**config.mk**
```make
export PLATFORM = sky130hd
export DESIGN_NAME = tapcal_sweep
export DESIGN_NICKNAME = d
export VERILOG_FILES = /design/src/rtl/tapcal_pkg.sv /design/src/rtl/tapcal_judge.sv /design/src/rtl/tapcal_window.sv /design/src/rtl/tapcal_seq.sv /design/src/rtl/tapcal_sweep.sv
export SDC_FILE = /design/constraint.sdc
export NUM_CORES = 1
export LEC_CHECK = 0
export BUFFER_PORTS_ARGS = -buffer_cell sky130_fd_sc_hd__buf_2
export CORE_MARGIN = 5
export CORE_UTILIZATION = 55
export CTS_BUF_LIST = sky130_fd_sc_hd__clkbuf_4
export CTS_CLUSTER_DIAMETER = 30
export CTS_CLUSTER_SIZE = 24
export DETAILED_ROUTE_END_ITERATION = 7
export PLACE_DENSITY_LB_ADDON = 0.12
export SETUP_SLACK_MARGIN = 0.1
export SKIP_CTS_REPAIR_TIMING = 1
export SYNTH_ARGS = -nofsm -noshare
export SYNTH_HDL_FRONTEND = slang
export SYNTH_SLANG_ARGS = --single-unit
```
**constraint.sdc**
```tcl
create_clock -name clk -period 3.05 [get_ports clk]
set_input_delay 0.1525 -clock clk [delete_from_list [all_inputs] [get_ports clk]]
set_output_delay 0.1525 -clock clk [all_outputs]
set_load 0.1 [all_outputs]
```
**src/rtl/tapcal_pkg.sv**
```systemverilog
package tapcal_pkg;
  typedef enum logic [1:0] {
    ST_IDLE   = 2'd0,
    ST_SETTLE = 2'd1,
    ST_RUN    = 2'd2,
    ST_GAP    = 2'd3
  } tapcal_state_e;

  localparam int DONE_BIT = 0;
  localparam int CNT_LSB  = 1;
endpackage

```
**src/rtl/tapcal_judge.sv**
```systemverilog
module tapcal_judge #(
  parameter int CNT_W      = 8,
  parameter int EXPECT_CNT = 8,
  localparam int ST_W = CNT_W + 1
) (
  input  logic [ST_W-1:0] status,
  output logic            done,
  output logic            pass
);
  import tapcal_pkg::*;
  logic [CNT_W-1:0] cnt_field;

  assign cnt_field = status[CNT_LSB +: CNT_W];
  assign done      = status[DONE_BIT];
  assign pass      = (cnt_field == CNT_W'(EXPECT_CNT));
endmodule

```
**src/rtl/tapcal_window.sv**
```systemverilog
module tapcal_window #(
  parameter int TAP_W = 6,
  localparam int CNTW = TAP_W + 1
) (
  input  logic             clk,
  input  logic             rst_n,
  input  logic             clear,
  input  logic             rec,
  input  logic             rec_pass,
  input  logic [TAP_W-1:0] tap,
  output logic             found,
  output logic [TAP_W-1:0] first_tap,
  output logic [TAP_W-1:0] last_tap,
  output logic [CNTW-1:0]  count
);
  localparam logic [TAP_W:0] SENTINEL = '1;

  logic [TAP_W:0]   first_q;
  logic [TAP_W-1:0] last_q;
  logic [CNTW-1:0]  cnt_q;

  always_ff @(posedge clk or negedge rst_n) begin
    if (!rst_n) begin
      first_q <= SENTINEL;
      last_q  <= '0;
      cnt_q   <= '0;
    end else if (clear) begin
      first_q <= SENTINEL;
      last_q  <= '0;
      cnt_q   <= '0;
    end else if (rec && rec_pass) begin
      if (first_q == SENTINEL) first_q <= {1'b0, tap};
      last_q <= tap;
      cnt_q  <= cnt_q + 1'b1;
    end
  end

  assign found     = (first_q != SENTINEL);
  assign first_tap = found ? first_q[TAP_W-1:0] : '0;
  assign last_tap  = last_q;
  assign count     = cnt_q;
endmodule

```
**src/rtl/tapcal_seq.sv**
```systemverilog
module tapcal_seq #(
  parameter int TAP_W       = 6,
  parameter int TIMEOUT_CYC = 1000,
  parameter logic [TAP_W-1:0] RST_TAP = '0,
  localparam int TMO_W = $clog2(TIMEOUT_CYC + 1)
) (
  input  logic             clk,
  input  logic             rst_n,
  input  logic             cal_start,
  input  logic [TAP_W-1:0] prev_tap,
  input  logic [TAP_W-1:0] final_tap,
  input  logic             have_pass,
  input  logic             st_done,
  input  logic             st_pass,
  output logic [TAP_W-1:0] lane_tap,
  output logic [TAP_W-1:0] cur_tap,
  output logic [TAP_W-1:0] saved_tap,
  output logic             bist_start,
  output logic             busy,
  output logic             cal_done,
  output logic             sweep_clear,
  output logic             test_end,
  output logic             test_pass,
  output logic             tmo_evt
);
  import tapcal_pkg::*;
  localparam logic [TAP_W-1:0] LAST_TAP = '1;

  tapcal_state_e    state_q;
  logic [TMO_W-1:0] timer_q;
  logic [TAP_W-1:0] tap_q, lane_q, saved_q;
  logic             done_q;
  logic             in_run, tmo_hit;

  assign in_run      = (state_q == ST_RUN);
  assign tmo_hit     = in_run && !st_done && (timer_q == TMO_W'(TIMEOUT_CYC - 1));
  assign test_end    = in_run && (st_done || tmo_hit);
  assign test_pass   = in_run && st_done && st_pass;
  assign tmo_evt     = tmo_hit;
  assign sweep_clear = (state_q == ST_IDLE) && cal_start;

  always_ff @(posedge clk or negedge rst_n) begin
    if (!rst_n) begin
      state_q <= ST_IDLE;
      timer_q <= '0;
      tap_q   <= '0;
      lane_q  <= RST_TAP;
      saved_q <= RST_TAP;
      done_q  <= 1'b0;
    end else begin
      done_q <= 1'b0;
      unique case (state_q)
        ST_IDLE: begin
          if (cal_start) begin
            saved_q <= prev_tap;
            tap_q   <= '0;
            lane_q  <= '0;
            state_q <= ST_SETTLE;
          end
        end
        ST_SETTLE: begin
          timer_q <= '0;
          state_q <= ST_RUN;
        end
        ST_RUN: begin
          if (test_end) state_q <= ST_GAP;
          else          timer_q <= timer_q + 1'b1;
        end
        ST_GAP: begin
          if (tap_q == LAST_TAP) begin
            lane_q  <= have_pass ? final_tap : saved_q;
            done_q  <= 1'b1;
            state_q <= ST_IDLE;
          end else begin
            tap_q   <= tap_q + 1'b1;
            lane_q  <= tap_q + 1'b1;
            state_q <= ST_SETTLE;
          end
        end
        default: state_q <= ST_IDLE;
      endcase
    end
  end

  assign lane_tap   = lane_q;
  assign cur_tap    = tap_q;
  assign saved_tap  = saved_q;
  assign bist_start = in_run;
  assign busy       = (state_q != ST_IDLE);
  assign cal_done   = done_q;
endmodule

```
**src/rtl/tapcal_sweep.sv**
```systemverilog
module tapcal_sweep #(
  parameter int TAP_W       = 6,
  parameter int CNT_W       = 8,
  parameter int EXPECT_CNT  = 8,
  parameter int TIMEOUT_CYC = 1000,
  localparam int ST_W = CNT_W + 1,
  localparam int PCW  = TAP_W + 1
) (
  input  logic             clk,
  input  logic             rst_n,
  input  logic             cal_start,
  input  logic [TAP_W-1:0] prev_tap,
  input  logic [ST_W-1:0]  bist_status,
  output logic [TAP_W-1:0] lane0_tap,
  output logic [TAP_W-1:0] lane1_tap,
  output logic             bist_start,
  output logic             cal_busy,
  output logic             cal_done,
  output logic [PCW-1:0]   pass_count,
  output logic [TAP_W-1:0] win_first,
  output logic [TAP_W-1:0] win_last
);
  // Wrapped midpoint of the passing window.
  function automatic logic [TAP_W-1:0] mid_tap(input logic [TAP_W-1:0] a,
                                               input logic [TAP_W-1:0] b);
    logic [TAP_W:0] s;
    s = {1'b0, a} + {1'b0, b};
    return s[TAP_W:1];
  endfunction

  logic             st_done, st_pass, found;
  logic             sweep_clear, test_end, test_pass, tmo_evt;
  logic [TAP_W-1:0] cur_tap, saved_tap, lane_tap, final_tap;

  tapcal_judge #(.CNT_W(CNT_W), .EXPECT_CNT(EXPECT_CNT)) u_judge (
    .status (bist_status),
    .done   (st_done),
    .pass   (st_pass)
  );

  tapcal_window #(.TAP_W(TAP_W)) u_win (
    .clk       (clk),
    .rst_n     (rst_n),
    .clear     (sweep_clear),
    .rec       (test_end),
    .rec_pass  (test_pass),
    .tap       (cur_tap),
    .found     (found),
    .first_tap (win_first),
    .last_tap  (win_last),
    .count     (pass_count)
  );

  assign final_tap = mid_tap(win_first, win_last);

  tapcal_seq #(.TAP_W(TAP_W), .TIMEOUT_CYC(TIMEOUT_CYC)) u_seq (
    .clk         (clk),
    .rst_n       (rst_n),
    .cal_start   (cal_start),
    .prev_tap    (prev_tap),
    .final_tap   (final_tap),
    .have_pass   (found),
    .st_done     (st_done),
    .st_pass     (st_pass),
    .lane_tap    (lane_tap),
    .cur_tap     (cur_tap),
    .saved_tap   (saved_tap),
    .bist_start  (bist_start),
    .busy        (cal_busy),
    .cal_done    (cal_done),
    .sweep_clear (sweep_clear),
    .test_end    (test_end),
    .test_pass   (test_pass),
    .tmo_evt     (tmo_evt)
  );

  generate
    for (genvar g = 0; g < 2; g++) begin : g_lane
      if (g == 0) begin : g_l0
        assign lane0_tap = lane_tap;
      end else begin : g_l1
        assign lane1_tap = lane_tap;
      end
    end
  endgenerate
endmodule

```
# Word level (Yosys, flattened, before mapping)
# Index checks and enable logic that the tools add are counted.
# word_totals
wordCells,68
register_bits,51
in_bits,18
output_inout_bits,34
# classes
addsub,4
n_reduce_logical,21
n_mux,22
n_eq_ne,12
# op_table
op,n
two-way mux 6 bit,7
two-way mux 7 bit,5
one-hot mux 6 bit (2 select lines),2
one-hot mux 10 bit (2 select lines),1
adder 10 x 1 -> 10 bit (second input constant),1
== test 10 bit (second input constant),1
two-way mux 10 bit,1
AND reduction 2 bit,5
nonzero test 2 bit,5
== test 8 x 4 -> 1 bit (second input constant),1
inequality test 2 bit (second input constant),4
one-hot mux 2 bit (4 select lines),1
adder 6 x 6 -> 7 bit,1
adder 7 x 1 -> 7 bit (second input constant),1
== test 7 bit (second input constant),1
logical AND 1 bit,7
inequality test 7 bit (second input constant),1
adder 6 x 1 -> 6 bit (second input constant),1
== test 6 bit (second input constant),1
== test 2 bit (second input constant),2
two-way mux 2 bit,2
two-way mux 1 bit,3
AND reduction 3 bit,1
== test 2 x 1 -> 1 bit (second input constant),1
other kinds (3),3

# Longest topological paths before layout
# Gate-level depths: netlist (run 1).
# logic_depth
ltp_word,8
mapped_depth,11
ltp_nobuf,10

# Modules after synthesis
# A second synthesis (run 1) with hierarchy kept.
# unflattened
cells_unflattened,323
area_unflattened_um2,3090.5
# modules_own_cells
module,n_inst,seq_area_each_um2,cells_each,area_per_inst_um2
tapcal_seq,1,775.7,182,1793.0
tapcal_window,1,509.2,100,992.2
tapcal_sweep,1,0.0,37,277.8
tapcal_judge,1,0.0,4,27.5

# Worst setup path before layout (run 1)
# No wires, ideal clock.
# synth_path
path_kind,register to register
start,reg u_win.first_q[0]
end,reg u_seq.lane_q[2] (netlist: u_seq.lane_tap[2])
setup_slack_ps,206
setup_ps,122
synth_period_minus_slack_ps,2844
path_stages_with_launch,12
path_buffers,1
required_ps,2928
arrival_time_ps,2722
cell_sequence,dfstp_2 nand4_1 or2_1 buf_6 nand2_1 inv_1 ha_1 a31o_2 a21oi_1 xor2_1 o21ai_0 a22o_1
# synth_via
elab_chain_cells,6
# synth_lines
item,line_no,source
from (decl),tapcal_window.sv:18,logic [TAP_W:0] first_q;
from (signal assigned),tapcal_window.sv:32,"if (first_q == SENTINEL) first_q <= {1'b0, tap};"
inequality test 7 bit,tapcal_window.sv:38,assign found = (first_q != SENTINEL);
two-way mux 6 bit,tapcal_window.sv:39,assign first_tap = found ? first_q[TAP_W-1:0] : '0;
net win_first[1],tapcal_sweep.sv:20,"output logic [TAP_W-1:0] win_first,"
adder 6 x 6 -> 7 bit,tapcal_sweep.sv:27,"s = {1'b0, a} + {1'b0, b};"
two-way mux 6 bit,tapcal_seq.sv:71,lane_q <= have_pass ? final_tap : saved_q;
two-way mux 6 bit,tapcal_seq.sv:70,if (tap_q == LAST_TAP) begin
one-hot mux 6 bit (2 select lines),tapcal_seq.sv:52,unique case (state_q)
to (signal assigned),tapcal_seq.sv:71,
to (signal assigned),tapcal_seq.sv:76,lane_q <= tap_q + 1'b1;
to (decl),tapcal_seq.sv:31,"logic [TAP_W-1:0] tap_q, lane_q, saved_q;"
# The timed path passes the listed nets, and every way through them passes these cells.
# A chain may end at the register's enable or synchronous reset.

# Worst setup path in the final report (run 1)
# layout_path
start,reg u_win.first_q[0]
end,reg u_seq.lane_q[4] (netlist: u_seq.lane_tap[4])
# layout_via
elab_chain_cells,6
# layout_lines
item,line_no
inequality test 7 bit,tapcal_window.sv:38
two-way mux 6 bit,tapcal_window.sv:39
adder 6 x 6 -> 7 bit,tapcal_sweep.sv:27
two-way mux 6 bit (*),tapcal_seq.sv:71
two-way mux 6 bit (*),tapcal_seq.sv:70
one-hot mux 6 bit (2 select lines) (*),tapcal_seq.sv:52
# Every way passes the cells marked *; elsewhere a longest branch is shown, timed or not.

==> metrics.md, run 1 <==
| Metric | Value |
|---|---|
| Cells taking the most area after synthesis | sky130_fd_sc_hd__dfrtp_1, sky130_fd_sc_hd__nand2_1, sky130_fd_sc_hd__dfstp_2 |
| Average cell area after synthesis | 9.19 um2 |
| ANT nets after route | 0 |
| Slew margin rel. | 43.4% |
| Initial core utilization | 56.0% |
| Synth Cell Area | 2820 um2 |
| Residual DRC | 0 |
| Final WL | around 6.4 mm |
| Yosys top cell by area | sky130_fd_sc_hd__dfrtp_1 |
| Data arrival time at the worst-slack endpoint | 2.88 ns |
| Worst Setup Start Kind | flop |
| Leakage component of the power | roughly 1.6 nW |
| Gate Count Post-Synth | 307 |
| Final slew viol count | 0 |
| Final HPWL from detailed placement | 4.69 mm |
| Sw Pwr | 1.06 mW |
| Clock-pin slew reported for the worst setup and hold paths after clock tree synthesis | 0.14 ns |
| I/O Buffers | 51 |
| Clock network fraction of design power | 13.9% |
| Die extent in x | 81.6 um |
| Final period util | 85.6% |
| First-pass GRT wire length | 10.4 mm |
| Initial DRT Pass Iterations | 4 |
| Number of I/O pins | 52 |
| Cell at the root of the clock tree | sky130_fd_sc_hd__clkbuf_4 |
| TritonCTS clock tree | yes |
| Unrepaired setup endpoints after global routing | no |
| Core area | 5040 um2 |
| Hold Slack | between 0.15 and 0.2 ns |
| Setup CP Type | reg2reg |
| Async set or reset register ratio after synthesis | 100% |
| Achievable clock frequency | 0.383 GHz |
| Number of unique standard cell types used by synthesis | between 50 and 60 |
| Portion of synthesized cell area occupied by the leading cell type | 39.0% |
| Yosys synthesis warning count | 0 |
| DIE AREA | 6660 um2 |
| Predominant post-synthesis flop cell | sky130_fd_sc_hd__dfrtp_1 |
| Least-Margin Pin Slew | approximately 0.85 ns |
| Power per cell area | 676 nW/um2 |
| Total clock buffers created by CTS | 5 |
| Via count | 2,355 |
| Via count of the first global-routing pass | 2,174 |
| Portion of total power attributed to combinational logic | a little under half |
| Syn_nets | between 300 and 400 |
| Maximum VDD drop | about 0.34 mV |
| Hold Crit Class | in2reg |
| Clock tree buffer depth | 2 |
| Final Hold Vio Count | 0 |
| Number of core rows | 26 |
| Final net count | 389 |
| Maximum Capacitance Violations | 0 |
| Grt total ovfl | 0 |
| Internal power consumption | 1.11 mW |
| Worst setup skew after layout | 0.00805 ns |
| Switching power share of the total | 48.8% |
| Post-synth EDFFs | 0 |
| Total negative setup slack | 0 ns |
| Ant. Diodes | 0 |
| Tot GR Track Use | 20.5% |
| Largest driver fanout on the critical path | 10 |
| Category of the worst setup path capture point | flop |
| DRC violation total after the first TritonRoute iteration | 112 |
| Pin count of the biggest net entering global routing | 39 |
| Shortest clock period the worst path allows after layout | 2.61 ns |
| Initial antenna violation count | 0 |
| Clk sink count | 51 |
| Register area share after synthesis | between 40% and 50% |
| Flops & latches, synth | 51 |
| Height of the die | 81.6 um |
| Post-detailed-route via-to-cell ratio | 5.49 |
| Critical path data required time | around 3.3 ns |
| Avg WL per Cell | 14.9 um |
| Clock latency on the worst-skew pair | 0.37 ns |
| Deepest level of the CTS H-tree | 2 |
| Power share of the sequential group | 39.7% |
| Endpoints failing setup | 0 |
| RePlAce Congestion | 0.891 |
| Growth of design area from synthesis to finish | 13.6% |
| Result of the run | finished, final reports clean |
| Layout cells sized above 1 | around 23% |
-- synthesized netlist by cell type, types with 2 or more instances --
| cell | count |
|---|---|
| sky130_fd_sc_hd__xnor2_1 | 3 |
| sky130_fd_sc_hd__a31oi_1 | 5 |
| sky130_fd_sc_hd__o21ai_0 | 15 |
| sky130_fd_sc_hd__a21o_1 | 3 |
| sky130_fd_sc_hd__nor3_1 | 4 |
| sky130_fd_sc_hd__inv_1 | 9 |
| sky130_fd_sc_hd__buf_4 | 8 |
| sky130_fd_sc_hd__clkbuf_1 | 5 |
| sky130_fd_sc_hd__a21oi_1 | 22 |
| sky130_fd_sc_hd__ha_1 | 12 |
| sky130_fd_sc_hd__nor2_1 | 25 |
| sky130_fd_sc_hd__nand2_2 | 2 |
| sky130_fd_sc_hd__nand2b_1 | 3 |
| sky130_fd_sc_hd__nor2b_1 | 3 |
| sky130_fd_sc_hd__buf_2 | 3 |
| sky130_fd_sc_hd__dfrtp_1 | 44 |
| sky130_fd_sc_hd__and3_1 | 3 |
| sky130_fd_sc_hd__and2_2 | 6 |
| sky130_fd_sc_hd__nand4_1 | 8 |
| sky130_fd_sc_hd__nand2_1 | 60 |
| sky130_fd_sc_hd__xor2_1 | 13 |
| sky130_fd_sc_hd__and4b_1 | 2 |
| sky130_fd_sc_hd__a211oi_1 | 5 |
| sky130_fd_sc_hd__nand3_1 | 6 |
| sky130_fd_sc_hd__dfstp_2 | 7 |
| sky130_fd_sc_hd__nand4b_1 | 2 |
-- final cells by class --
cell class / count / area [um2]
Clock inverter: 2 / 7.51
Tap cell: 70 / 87.6
Timing Repair Buffer: 61 / 348
Clock buffer: 6 / 45.0
Multi-Input combinational cell: 229 / 1390
Fill cell: 430 / 1840
Inverter: 10 / 37.5
Sequential cell: 51 / 1280
-- metal layers --
| layer | part of all wire, % | up-vias | wire (um) | GRT usage, % |
|---|---|---|---|---|
| met5 | 0 | - | 0 | 0 |
| li1 | - | 1163 | - | - |
| met2 | 45 | 59 | 2900 | 31.3 |
| met1 | 48 | 1126 | 3040 | 29.3 |
| met4 | 1.2 | 0 | 79 | 6.81 |
| met3 | 5.6 | 7 | 358 | 3.95 |
-- flip-flops by register name (all words and copies together), names as in the netlist --
| register | count |
|---|---|
| u_seq.saved_tap | 6 |
| u_win.count | 7 |
| u_seq.lane_tap | 6 |
| u_seq.state_q | 2 |
| u_seq.timer_q | 10 |
| u_win.first_q | 7 |
| u_seq.cur_tap | 6 |
| u_win.last_tap | 6 |
| u_seq.cal_done | 1 |
-- cell usage in the layout, fill, tap and decap left out, types with 7 or more instances in the layout --
cell,instances
sky130_fd_sc_hd__a21oi_1,22
sky130_fd_sc_hd__nand4_1,8
sky130_fd_sc_hd__buf_2,51
sky130_fd_sc_hd__nor2_1,25
sky130_fd_sc_hd__dfstp_2,7
sky130_fd_sc_hd__dfrtp_1,44
sky130_fd_sc_hd__xor2_1,13
sky130_fd_sc_hd__dlygate4sd3_1,7
sky130_fd_sc_hd__o21ai_0,15
sky130_fd_sc_hd__ha_1,12
sky130_fd_sc_hd__inv_1,9
sky130_fd_sc_hd__nand2_1,60
-- worst max-delay path: stages (launching register included) --
cell                       delay, ns
sky130_fd_sc_hd__dfstp_2        0.58
sky130_fd_sc_hd__nand4_1        0.14
sky130_fd_sc_hd__or2_1          0.37
sky130_fd_sc_hd__and2_2         0.25
sky130_fd_sc_hd__ha_1           0.35
sky130_fd_sc_hd__o21ai_0        0.23
sky130_fd_sc_hd__a21oi_1        0.06
sky130_fd_sc_hd__a211oi_1       0.26
sky130_fd_sc_hd__xor2_1         0.18
sky130_fd_sc_hd__a31oi_1        0.09
-- metrics by stage --
stage	area [um2]	cells	worst slack [ns]	utilization, %	power [mW]
2_1_floorplan	2820	307	0.206	-	1.67
3_3_place_gp	3080	414	0.536	61.1	1.86
3_5_place_dp	3080	414	0.458	61.1	1.87
4_1_cts	3130	422	0.440	62.2	2.17
5_1_grt	3200	429	0.271	63.5	2.30
6_report	3200	429	0.439	63.5	2.16
-- power groups by stage --
| stage | Clock [mW] | Sequential, mW | Combinational (mW) |
|---|---|---|---|
| 6_report | 0.301 | 0.860 | 1.00 |
| 5_1_grt | 0.339 | 0.873 | 1.09 |
| 4_1_cts | 0.308 | 0.859 | 1.00 |
| 3_5_place_dp | 0 | 0.873 | 0.999 |
| 3_3_place_gp | 0 | 0.868 | 0.990 |
| 2_1_floorplan | 0 | 0.922 | 0.748 |
-- logic make-up after synthesis --
logic type,Yosys count,share of synthesized area (%)
xor+xnor,16,4.97
mux,1,0.355
compound gates,66,15.3
simple gates,133,22.8
buf+inv,27,5.06
fa+ha+maj,13,6.03
flops,51,45.5
-- final timing paths --
check	from	endpoint	slack, ns	cells past startpoint
worst max-delay path	u_win.first_q[0]	u_seq.lane_tap[4]	0.44	9
worst min-delay path	bist_status[0]	u_seq.timer_q[4]	0.17	3
worst max register to register	u_win.first_q[0]	u_seq.lane_tap[4]	0.44	9
worst min register to register	u_win.first_q[6]	u_win.first_q[6]	0.48	2
max in group asynchronous	rst_n	u_win.first_q[0]	1.88	3
min in group asynchronous	rst_n	u_seq.cur_tap[1]	0.40	2
Note: power is estimated with default switching activity, not from simulation.
==> run 2: changes to the inputs <==
--- a/config.mk
+++ b/config.mk
@@ -5,6 +5,7 @@
 export SDC_FILE = /design/constraint.sdc
 export NUM_CORES = 1
 export LEC_CHECK = 0
+export ABC_AREA = 1
 export BUFFER_PORTS_ARGS = -buffer_cell sky130_fd_sc_hd__buf_2
 export CORE_MARGIN = 5
 export CORE_UTILIZATION = 55
@@ -17,4 +18,5 @@
 export SKIP_CTS_REPAIR_TIMING = 1
 export SYNTH_ARGS = -nofsm -noshare
 export SYNTH_HDL_FRONTEND = slang
+export SYNTH_HIERARCHICAL = 1
 export SYNTH_SLANG_ARGS = --single-unit
==> run 2 against run 1 <==
Final cell count rose by 25%. Critical endpoint is now u_seq/lane_tap[4]. Sequential cell count did not move. Global-route usage fell by 1.0 points. Critical path depth rose by 6. Routed wire length rose by 7.6%. First-iteration DRC count rose by 37%. Die area rose by 8.9%. Clock skew fell by 0.00068 ns. Hold slack got worse by 0.016 ns.
==> metrics.md, run 2 <==
| Metric | Value |
|---|---|
| Number of core rows | 27 |
| Total negative setup slack | 0 ns |
| Final net count | between 400 and 500 |
| Unrepaired setup endpoints after global routing | no |
| Shortest clock period the worst path allows after layout | 2.61 ns |
| Largest stage delay on the critical path | between 0.5 and 0.6 ns |
| Met2 Track Usage GR | 31.9% |
| First-pass GRT wire length | 11.5 mm |
| Leakage component of the power | approximately 2.0 nW |
| Maximum VDD drop | 1.13 mV |
| Initial antenna violation count | 0 |
| Yosys synthesis warning count | 6 |
| Clk sink count | 51 |
| Slew margin rel. | 51.1% |
| Met3 routing resource usage after global routing | 3.50% |
| DRC violation total after the first TritonRoute iteration | 153 |
| Number of cells in the design after placement | approximately 520 |
| Met1 usage | 25.1% |
| I/O Buffers | 51 |
| End-of-flow core utilization | 63.4% |
| Portion of total power attributed to combinational logic | between 60% and 70% |
| Cell with the most instances on the worst path | sky130_fd_sc_hd__nand2_1 |
| Initial core utilization | 56.5% |
| Average cell area after synthesis | 7.57 um2 |
| Switching power share of the total | 60.9% |
| ANT nets after route | 0 |
| Final HPWL from detailed placement | between 5 and 6 mm |
| Avg WL per Cell | 12.8 um |
| Synth Cell Area | about 3100 um2 |
| Hold Crit Class | in2reg |
| Hold path endpoint | u_seq/saved_tap[2] |
| Final period util | 85.6% |
| Sequence of cells on the critical path | nand2_1 -> nor2_4 -> nand2_2 -> inv_2 -> nor2_2 -> ha_1 -> a21oi_1 -> nand4_1 -> nand2_1 -> inv_1 -> nand2_1 -> o21ai_0 -> a21oi_1 -> nand2_1 -> nand2_1 |
| Post-detailed-route via-to-cell ratio | just over 5 |
| Worst reg2reg path startpoint | u_win/first_q[3] |
| Power per cell area | 1030 nW/um2 |
| Achievable clock frequency | 0.383 GHz |
| R2R setup slack | ~0.44 ns |
| Max reg flops | 10 |
| TritonCTS clock tree | yes |
| Deepest level of the CTS H-tree | 2 |
| Initial DRT Pass Iterations | 4 |
| Area of placed instances | 3370 um2 |
| Buffers & Inverters on Critical Path | 2 |
| HP Start | cal_start |
| Worst setup skew after layout | 0.00737 ns |
| Worst Setup Start Kind | flop |
| Result of the run | finished, final reports clean |
| Largest driver fanout on the critical path | 13 |
| Ant. Diodes | 0 |
| Final slew viol count | 0 |
| Number of I/O pins | 52 |
| Power share of the sequential group | 28.0% |
| Gate Count Post-Synth | ~410 |
| Clock-pin slew reported for the worst setup and hold paths after clock tree synthesis | 0.14 ns |
| Clock latency on the worst-skew pair | 0.37 ns |
| WHS Path Cells | 4 |
| Final instance area | 3490 um2 |
| Cell with the largest stage delay on the worst path | sky130_fd_sc_hd__dfstp_2 |
| Total clock buffers created by CTS | 5 |
| RePlAce Congestion | ~0.88 |
| Commonest cells after routing, fill and taps aside | sky130_fd_sc_hd__nand2_1, sky130_fd_sc_hd__buf_2, sky130_fd_sc_hd__inv_1 |
| Clock tree buffer depth | 2 |
| Number of cells on the worst reg-to-reg path | 15 |
| Data arrival time at the worst-slack endpoint | 2.93 ns |
| Growth of design area from synthesis to finish | 12.4% |
| Layout cells sized above 1 | 21.3% |
| Clock network fraction of design power | between 8 and 9% |
| Number of cells in the finished layout apart from fillers | 536 |
| Height of the die | 85.2 um |
| Crit Reg-Reg Endpoint | u_seq/lane_tap[4] |
| Pin count of the biggest net entering global routing | 32 |
| Via count | 2,728 |
| Final Hold Vio Count | 0 |
| Sw Pwr | 2.18 mW |
| Most common library cell in the layout ignoring fill and taps | sky130_fd_sc_hd__nand2_1 |
| Placement Setup Slack | roughly 0.48 ns |
| Maximum Capacitance Violations | 0 |
| Category of the worst setup path capture point | flop |
| Tot GR Track Use | 19.4% |
| Least-Margin Pin Slew | 0.733 ns |
| DIE AREA | 7260 um2 |
| Routing layer with the top usage in global route | met2 |
| Syn_nets | 443 |
| Cell at the root of the clock tree | sky130_fd_sc_hd__clkbuf_4 |
| Endpoints failing setup | 0 |
| Reg with most FFs | u_seq/timer_q |
| Stages on the worst setup path | 15 |
| Hold Slack | 0.149 ns |
| Grt total ovfl | 0 |
| Final WL | 6.87 mm |
| Via count of the first global-routing pass | 2,588 |
| Critical path data required time | approximately 3.4 ns |
| Internal power consumption | approximately 1.4 mW |
| Setup ws final | 0.441 ns |
| Die extent in x | 85.2 um |
| Residual DRC | 0 |
| Fill count | 499 |
| Setup CP Type | reg2reg |
| Largest delay share family, worst path | simple AND/OR/NAND/NOR gates |
| Core area | 5510 um2 |
| Post-layout total power | 3.58 mW |
[run 2: worst reg2reg max path: cells and delay by family, from the launching register on]
kind,cells,cell delay (ns)
AOI/OAI and AO/OA,3,0.48
adders and majority gates,1,0.36
buffers and inverters,2,0.23
DFF,1,0.57
and+or+nand+nor,9,0.94
[run 2: power groups by stage]
stage,combinational [mW],clock (mW),sequential [mW]
floorplan,1.71,0,1.25
global placement,2.25,0,1.01
detailed placement,2.28,0,1.02
CTS,2.29,0.317,1.00
global route,2.46,0.341,1.02
finish,2.28,0.298,1.00
[run 2: routing by layer]
layer | share of wire, % | wire, um | up-vias
met5 | 0 | 0 | -
met4 | 2.4 | 168 | 0
met3 | 4.7 | 322 | 13
met2 | 47 | 3240 | 61
met1 | 46 | 3130 | 1256
li1 | - | - | 1398
[run 2: layout make-up]
| class | instances | area (um2) | share of cell area, % |
|---|---|---|---|
| tap | 72 | 90.1 | 2.58 |
| multi-input combinational | 289 | 1520 | 43.4 |
| clock buffer | 6 | 45.0 | 1.29 |
| inverter | 57 | 216 | 6.20 |
| sequential | 51 | 1280 | 36.8 |
| clock inverter | 2 | 7.51 | 0.215 |
| timing repair buffer | 59 | 333 | 9.53 |
[run 2: worst max path at each step]
stage / startpoint / end / slack, ns
global placement: u_win/first_q[3] / u_seq/lane_tap[4] / 0.62
floorplan: u_win/first_q[2] / u_seq/lane_tap[3] / 0.13
detailed placement: u_win/first_q[3] / u_seq/lane_tap[4] / 0.48
finish: u_win/first_q[3] / u_seq/lane_tap[4] / 0.44
CTS: u_win/first_q[3] / u_seq/lane_tap[4] / 0.44
global route: u_win/first_q[0] / u_seq/lane_tap[4] / 0.12
==> run 3: changes to the inputs <==
--- a/config.mk
+++ b/config.mk
@@ -7,7 +7,6 @@
 export LEC_CHECK = 0
 export ABC_AREA = 1
 export BUFFER_PORTS_ARGS = -buffer_cell sky130_fd_sc_hd__buf_2
-export CORE_MARGIN = 5
 export CORE_UTILIZATION = 55
 export CTS_BUF_LIST = sky130_fd_sc_hd__clkbuf_4
 export CTS_CLUSTER_DIAMETER = 30
==> constraint.sdc (replaced) <==
create_clock -name clk -period 3.1 [get_ports clk]
set_input_delay 0.155 -clock clk [delete_from_list [all_inputs] [get_ports clk]]
set_output_delay 0.155 -clock clk [all_outputs]
set_load 0.1 [all_outputs]
==> run 3 against run 2 <==
The run now ends with hold timing left. Critical path type unchanged. Maximum frequency up 1.5%. First-iteration DRC count down 12%. Worst setup slack better by 0.087 ns. Combinational power down 2%. Clock-buffer cell count unchanged. Final cell count down 0.56%. Core utilization down 0.13 points. Cell area down 0.82%. Non-clock buffer count down 3.
==> metrics.md, run 3 (synthesis gave the netlist of run 2 again) <==
| Metric | Value |
|---|---|
| Result of the run | finished, violations left |
| Violations in the final reports | hold timing |
| End-of-flow core utilization | between 60 and 70% |
| Worst setup path endpoint | u_seq/lane_tap[4] |
| Achievable clock frequency | 0.389 GHz |
| Final instance area | approximately 3500 um2 |
| Layout cells sized above 1 | 21.7% |
| Pin count of the biggest net entering global routing | 36 |
| Growth of design area from synthesis to finish | 11.4% |
| DRC violation total after the first TritonRoute iteration | 134 |
| Worst Setup Start Kind | flop |
| Post-layout total power | approximately 3.5 mW |
| Crit Reg-Reg Endpoint | u_seq/lane_tap[4] |
| Maximum VDD drop | 1.02 mV |
| Reg with most FFs | u_seq/timer_q |
| Post-detailed-route via-to-cell ratio | roughly 5.0 |
| Area of placed instances | 3370 um2 |
| Tot GR Track Use | 23.9% |
| Final WL | ~6.4 mm |
| Initial antenna violation count | 0 |
| Initial DRT Pass Iterations | 4 |
| Number of cells in the finished layout apart from fillers | 533 |
| Cell at the root of the clock tree | sky130_fd_sc_hd__clkbuf_4 |
| Commonest cells after routing, fill and taps aside | sky130_fd_sc_hd__nand2_1, sky130_fd_sc_hd__buf_2, sky130_fd_sc_hd__inv_1 |
| Unrepaired setup endpoints after global routing | no |
| Seq. cell area | 1280 um2 |
| Data arrival time at the worst-slack endpoint | 2.89 ns |
| Initial core utilization | 56.8% |
| Slew margin rel. | 49.7% |
| Clock latency on the worst-skew pair | 0.36 ns |
| Setup CP Type | reg2reg |
| RePlAce Congestion | 0.850 |
| Fill count | 507 |
| Most common library cell in the layout ignoring fill and taps | sky130_fd_sc_hd__nand2_1 |
| Core area | 5470 um2 |
| Category of the worst setup path capture point | flop |
| Largest driver fanout on the critical path | 13 |
| Final HPWL from detailed placement | 4.84 mm |
| Final period util | between 80% and 90% |
| Hold Crit Class | in2reg |
| Number of I/O pins | 52 |
| Grt total ovfl | 0 |
| Clk sink count | 51 |
| Final slew viol count | 0 |
| Final net count | 492 |
| Timing startpoint of the critical path | u_win/first_q[3] |
| ANT nets after route | 0 |
| Maximum Capacitance Violations | 0 |
| Area of combinational cells with multiple inputs | 1520 um2 |
| Clock-pin slew reported for the worst setup and hold paths after clock tree synthesis | 0.14 ns |
| Clock tree buffer depth | 2 |
| Total clock buffers created by CTS | 5 |
| Ant. Diodes | 0 |
| Endpoints failing setup | 0 |
| Placement Setup Slack | about 0.58 ns |
| First-pass GRT wire length | 11.4 mm |
| Via count | 2,658 |
| Residual DRC | 0 |
| I/O Buffers | 51 |
| Deepest level of the CTS H-tree | 2 |
| Number of cells in the design after placement | 521 |
| Leakage component of the power | 1.98 nW |
| Hold Slack | -0.0158 ns |
| Power per cell area | a little over 1000 nW/um2 |
| Critical path data required time | 3.42 ns |
| Worst setup skew after layout | between 0.015 and 0.02 ns |
| Least-Margin Pin Slew | roughly 0.75 ns |
| Avg WL per Cell | between 10 and 15 um |
| Number of core rows | 27 |
| Die extent in x | a little under 80 um |
| Via count of the first global-routing pass | 2,567 |
| Worst reg2reg path startpoint | u_win/first_q[3] |
| Max reg flops | 10 |
| Number of cells on the worst reg-to-reg path | 15 |
| Total negative setup slack | 0 ns |
| Final Hold Vio Count | 2 |
| Height of the die | 77.2 um |
| Setup ws final | ~0.53 ns |
| TritonCTS clock tree | yes |
| R2R setup slack | ~0.53 ns |
| DIE AREA | between 5000 and 6000 um2 |
| Shortest clock period the worst path allows after layout | 2.57 ns |
[run 3: cell count changes in the layout (fill, tap and decap cells not counted), sizes merged]
cell / before / now
dlygate4sd3: 7 / 4
[run 3: layout make-up]
type                    count  share of cell area, %
inverters                  57                   6.25
multi-input cells         289                   43.8
well taps                  72                   2.60
clock buffers               6                   1.30
clock inverters             2                  0.253
flip-flops and latches     51                   37.1
repair buffers             56                   8.74
[run 3: power breakdown]
part | internal [mW] | switching [mW] | total, mW
Combinational | 0.444 | 1.78 | 2.23
Clock | 0.0945 | 0.196 | 0.291
Sequential | 0.840 | 0.147 | 0.987
[run 3: worst min-delay path by stage]
stage,cells past startpoint,to,start
floorplan,0,u_seq/cal_done,rst_n
global placement,1,u_seq/saved_tap[4],rst_n
detailed placement,1,u_seq/saved_tap[4],rst_n
CTS,1,u_seq/saved_tap[4],rst_n
global route,3,u_seq/saved_tap[5],prev_tap[5]
finish,3,u_seq/saved_tap[3],prev_tap[3]
[run 3: routing by layer]
metal  track usage (%)  wire, um  share of wire [%]  vias to the layer above
li1                  -         -                  -                     1392
met1              31.0      2990                 47                     1213
met2              40.0      3130                 49                       45
met3              4.17       188                2.9                        8
met4              8.30        91                1.4                        0
met5                 0         0                  0                        -
[run 3: critical path: stages, from the launching register on]
cell and delay [ns]:
sky130_fd_sc_hd__dfstp_2 0.57, sky130_fd_sc_hd__nand2_1 0.08, sky130_fd_sc_hd__nor2_4 0.21, sky130_fd_sc_hd__nand2_2 0.19, sky130_fd_sc_hd__inv_2 0.18, sky130_fd_sc_hd__nor2_2 0.06
sky130_fd_sc_hd__ha_1 0.36, sky130_fd_sc_hd__a21oi_1 0.24, sky130_fd_sc_hd__nand4_1 0.13, sky130_fd_sc_hd__nand2_1 0.08, sky130_fd_sc_hd__inv_1 0.04, sky130_fd_sc_hd__nand2_1 0.04
sky130_fd_sc_hd__o21ai_0 0.08, sky130_fd_sc_hd__a21oi_1 0.15, sky130_fd_sc_hd__nand2_1 0.06, sky130_fd_sc_hd__nand2_1 0.06
